<file path="src/rtl/ext_irq_pkg.sv">
package ext_irq_pkg;
  // Events seen on the synchronized line, datapath -> control
  typedef struct packed {
    logic fallEdge;
    logic lowLevel;
  } pinEvt_t;

  // Strobes from control to the request latch
  typedef struct packed {
    logic setReq;
    logic clrReq;
  } latchCmd_t;
endpackage

</file>
<file path="src/rtl/ext_irq_datapath.sv">
module ext_irq_datapath
  import ext_irq_pkg::*;
#(
  parameter int SYNC_STAGES = 2
) (
  input  logic      clk,
  input  logic      rstN,
  input  logic      pinRaw,
  input  latchCmd_t cmd,
  output pinEvt_t   evt,
  output logic      reqPending
);
  localparam int LAST = SYNC_STAGES - 1;

  logic [LAST:0] syncSr;
  logic [LAST:0] primeSr;
  logic          pinLevel;
  logic          primed;
  logic          prevHigh;

  // Synchronizer chain and warm-up chain of equal depth
  for (genvar i = 0; i < SYNC_STAGES; i++) begin : g_stage
    if (i == 0) begin : g_first
      always_ff @(posedge clk or negedge rstN) begin
        if (!rstN) begin
          syncSr[i]  <= 1'b1;
          primeSr[i] <= 1'b0;
        end else begin
          syncSr[i]  <= pinRaw;
          primeSr[i] <= 1'b1;
        end
      end
    end else begin : g_next
      always_ff @(posedge clk or negedge rstN) begin
        if (!rstN) begin
          syncSr[i]  <= 1'b1;
          primeSr[i] <= 1'b0;
        end else begin
          syncSr[i]  <= syncSr[i-1];
          primeSr[i] <= primeSr[i-1];
        end
      end
    end
  end

  assign pinLevel = syncSr[LAST];
  assign primed   = primeSr[LAST];

  // Edge detector arms only on a genuine high sample
  always_ff @(posedge clk or negedge rstN) begin
    if (!rstN) prevHigh <= 1'b0;
    else       prevHigh <= primed & pinLevel;
  end

  assign evt.fallEdge = prevHigh & ~pinLevel;
  assign evt.lowLevel = primed & ~pinLevel;

  // Request latch: set has priority over clear
  always_ff @(posedge clk or negedge rstN) begin
    if (!rstN)           reqPending <= 1'b0;
    else if (cmd.setReq) reqPending <= 1'b1;
    else if (cmd.clrReq) reqPending <= 1'b0;
  end
endmodule

</file>
<file path="src/rtl/ext_irq_ctrl.sv">
module ext_irq_ctrl
  import ext_irq_pkg::*;
(
  input  pinEvt_t   evt,
  input  logic      levelMode,
  input  logic      irqEnable,
  input  logic      maskBit,
  input  logic      instrDone,
  input  logic      vecFetch,
  input  logic      reqPending,
  output latchCmd_t cmd,
  output logic      takeIrq
);
  logic trigger;

  always_comb begin
    trigger    = evt.fallEdge | (levelMode & evt.lowLevel);
    cmd.setReq = irqEnable & trigger;
    cmd.clrReq = vecFetch;
    takeIrq    = instrDone & reqPending & irqEnable & ~maskBit;
  end
endmodule

</file>
<file path="src/rtl/ext_irq_latch.sv">
module ext_irq_latch
  import ext_irq_pkg::*;
#(
  parameter int SYNC_STAGES = 2
) (
  input  logic clk,
  input  logic rstN,
  input  logic pinRaw,
  input  logic levelMode,
  input  logic irqEnable,
  input  logic maskBit,
  input  logic instrDone,
  input  logic vecFetch,
  output logic takeIrq
);
  pinEvt_t   pinEvt;
  latchCmd_t latchCmd;
  logic      reqPending;
  logic      fallSeen;
  logic      lowSeen;

  ext_irq_datapath #(.SYNC_STAGES(SYNC_STAGES)) dp_i (
    .clk       (clk),
    .rstN      (rstN),
    .pinRaw    (pinRaw),
    .cmd       (latchCmd),
    .evt       (pinEvt),
    .reqPending(reqPending)
  );

  ext_irq_ctrl ctrl_i (
    .evt       (pinEvt),
    .levelMode (levelMode),
    .irqEnable (irqEnable),
    .maskBit   (maskBit),
    .instrDone (instrDone),
    .vecFetch  (vecFetch),
    .reqPending(reqPending),
    .cmd       (latchCmd),
    .takeIrq   (takeIrq)
  );

  assign fallSeen = pinEvt.fallEdge;
  assign lowSeen  = pinEvt.lowLevel;
endmodule

</file>
<file path="config.mk">
export PLATFORM = sky130hd
export DESIGN_NAME = ext_irq_latch
export DESIGN_NICKNAME = d
export VERILOG_FILES = /design/src/rtl/ext_irq_pkg.sv /design/src/rtl/ext_irq_datapath.sv /design/src/rtl/ext_irq_ctrl.sv /design/src/rtl/ext_irq_latch.sv
export SDC_FILE = /design/constraint.sdc
export NUM_CORES = 1
export LEC_CHECK = 0
export CAP_MARGIN = 20
export CORE_AREA = 4 4 41 43
export CTS_CLUSTER_DIAMETER = 30
export DETAILED_ROUTE_END_ITERATION = 10
export DIE_AREA = 0 0 45 47
export DONT_BUFFER_PORTS = 1
export PLACE_DENSITY_LB_ADDON = 0.1
export SYNTH_ARGS = -nofsm -noshare
export SYNTH_HDL_FRONTEND = slang
export SYNTH_SLANG_ARGS = --single-unit
</file>
<file path="constraint.sdc">
create_clock -name clk -period 0.8 [get_ports clk]
set_input_delay 0.08 -clock clk [delete_from_list [all_inputs] [get_ports clk]]
set_output_delay 0.08 -clock clk [all_outputs]
set_load 0.1 [all_outputs]
</file>
==> results.md <==
Floorplan:
- In this run the vertical extent of the chip is 47 µm.
- 9 I/O pins were placed.
- The floorplan step defined a core boundary enclosing 1300 µm².
- The placement row count is 13.
- The full die area is 2120 µm².
- The effective utilization at floorplan is 15.9%.
- From left edge to right edge, the die measures 45 µm.

STA:
- The part of the cycle the worst path needs is 147%.
- The number of pins exceeding their max-slew limit in the final report is 0.
- The tightest hold path in the finished design has a slack of 0.0868 ns.
- Setup repair after global routing could not meet its margin everywhere.
- The total count of hold-check failures in the final report came to 0.
- The worst path in the final design needs a cycle of 1.17 ns, including I/O delays and setup.
- The worst setup margin is -0.372 ns.
- Setup violations remaining at the end of the flow were counted as 1.
- The fmax is 0.853 GHz.
- The worst setup skew after layout is 0.00336 ns.

Route:
- Dividing the detail-routed via count by the number of cells gives 3.41.
- The DRC violation count after routing is 0.
- For this block, the routed nets add up to 329 µm of wire.
- The residual antenna-violating net count after detailed routing is 0.
- The detailed router's first-iteration violation count is 0.
- After detailed routing, the average wire length per cell comes to 8.89 µm.
- For this run, the detailed router's first-pass iteration total came to 1.
- The total number of vias is 126.

Worst setup path:
- The highest fanout seen on the critical path is 2.
- The start-to-end type of the worst setup path is flop to primary output.
- The sort of element at the end of the critical path is a primary output.
- The launching element type of the critical path is a flop.
- The data required time at the worst endpoint is 0.72 ns.
- The data arrival at the endpoint of the critical path is 1.09 ns.
- Counting cells, the worst reg-to-reg path comes to 1.

Yosys:
- Sequential elements use 73.9% of the synthesized area.
- The count of state elements after synthesis is 6.
- The number of distinct library cell variants in the gate-level netlist after synthesis is 8.
- The cell area after synthesis is 206 µm².
- The mean cell area of the mapped netlist is 15.9 µm².
- In the synthesized netlist, the number of instances is 13.
- During synthesis, Yosys emitted a total of 0 warnings.
- Counting every net in the synthesized netlist gives 21.

Placed design:
- The congestion estimate from routability-driven global placement came to 0.581.
- Port buffering added 0 buffers.
- The standard cell area after detailed placement is 262 µm².
- The placed wire-length estimate after detailed placement is 258 µm.

Hold path:
- The worst hold path class is primary input to flop.
- Along the worst hold path, the cell count comes to 2.

Power:
- The ratio of total power to cell area is 2140 nW/µm².
- Across the VDD grid, the largest voltage drop is 0.644 mV.
- For this design the static power due to leakage is 0.137 nW.

CTS:
- The clock tree root buffer cell is clkbuf_4.
- TritonCTS built the clock tree.
- The number of clock buffers added by TritonCTS is 3.
- The clock network latency to the later pin of the worst-skew pair is 0.24 ns.
- In this run the deepest clock path goes through 2 buffers.
- The clock sink count is 6.
- The register clock-pin slew on the reported worst setup and hold paths is 0.04 ns.
- CTS built an H-tree with a depth of 1.

Finish:
- The number of antenna diodes is 0.
- In the final design database the tool counted 31 nets.
- Measured on the finished design, the core utilization comes to 24.7%.
- The area growth from synthesis to final layout is 55.8%.
- The library cell used most frequently in the layout, excluding fill and tap cells, is dfrtp_1.
- The finished cells cover 322 µm².
- The library cells used most frequently in the layout, excluding fill and tap cells, are 4 x dfrtp_1, 3 x clkbuf_4, 3 x dlygate4sd3_1.
- Of the cells placed in the final design, the portion with a size suffix greater than 1 is 50.0%.

Job:
- Max-cap violations in this run came to 0.

Global routing:
- The via count of the first global-routing pass is 144.
- The overall global routing resource usage is 4.14%.
- The first-pass GRT wire length is 545 µm.
- The total overflow left after global routing is 0.
- The number of antenna violations at the first check in global routing came to 0.
- Entering global routing, the biggest net connects 7 pins.

Outcome:
- The checks that failed: negative setup slack.
- The run finished, with violations left.
[metal layers]
metal  track usage [%]  part of all wire (%)  up-vias
li1                  -                     -       59
met4              7.02                     0        0
met3              1.53                    16        0
met2              5.93                    46        8
met5                 0                     0        -
met1              3.48                    38       59
[state kept, by name, indices dropped and copies added, names as in the netlist]
signal / cells
dp_i.pinLevel: 1
dp_i.prevHigh: 1
dp_i.primeSr: 1
dp_i.primed: 1
dp_i.reqPending: 1
dp_i.syncSr: 1
[final cells by class]
class,instances,area [µm²]
clock buffers,4,26.3
fillers,143,980
inverters,2,7.51
multi-input cells,5,58.8
flip-flops and latches,6,153
well taps,15,18.8
repair buffers,5,57.6
[what timing repair did]
action | 4_1_cts | 5_1_grt
resized for setup | 0 | 1
hold buffers | 3 | 0
setup buffers | 0 | 0
setup endpoints to repair | 1 | 2
hold endpoints to repair | 8 | 0
[critical path, stage by stage, from the launching register on]
cell and delay (ns):
dfrtp_1 0.33, inv_2 0.05, nor4b_4 0.26, buf_12 0.21
[logic make-up after synthesis]
logic type | after synthesis | synth area share, %
buf+inv | 2 | 3.64
other cells | 1 | 1.82
flops | 6 | 73.9
simple gates | 2 | 10.3
compound gates | 2 | 10.3
[worst paths after layout]
check / endpoint / from / slack, ns
setup / recovery: takeIrq / dp_i.reqPending$_DFFE_PN0P_ / -0.37
hold / removal: dp_i.reqPending$_DFFE_PN0P_ / levelMode / 0.09
setup reg to reg: dp_i.reqPending$_DFFE_PN0P_ / dp_i.pinLevel$_DFF_PN1_ / 0.07
hold reg to reg: dp_i.primed$_DFF_PN0_ / dp_i.primeSr[0]$_DFF_PN0_ / 0.35
max in group asynchronous: dp_i.pinLevel$_DFF_PN1_ / rstN / 0.39
min in group asynchronous: dp_i.primed$_DFF_PN0_ / rstN / 0.14
[power breakdown]
part           total (W)  leakage, nW  internal, W  switching (W)
registers       0.000332       0.0704     0.000325     0.00000680
clock network   0.000298       0.0150     0.000189       0.000109
logic          0.0000591       0.0513    0.0000310      0.0000281
[synthesized netlist by cell type (all sizes together)]
library cell	number	area share (%)
and2	1	3.0
o32ai	1	7.9
nor4b	1	7.3
inv	2	3.6
a21oi	1	2.4
dfstp	2	25
dfrtp	4	48
conb	1	1.8
[per-stage QoR]
stage          std cells  TNS (ns)  setup slack (ns)  total power (W)
3_3_place_gp          30    -0.113            -0.113         0.000377
6_report              37    -0.372            -0.372         0.000689
3_5_place_dp          30    -0.115            -0.115         0.000378
4_1_cts               37    -0.381            -0.381         0.000708
5_1_grt               37    -0.432            -0.432         0.000740
2_1_floorplan         13    -0.690            -0.690         0.000364
(Power assumes the default switching activity.)
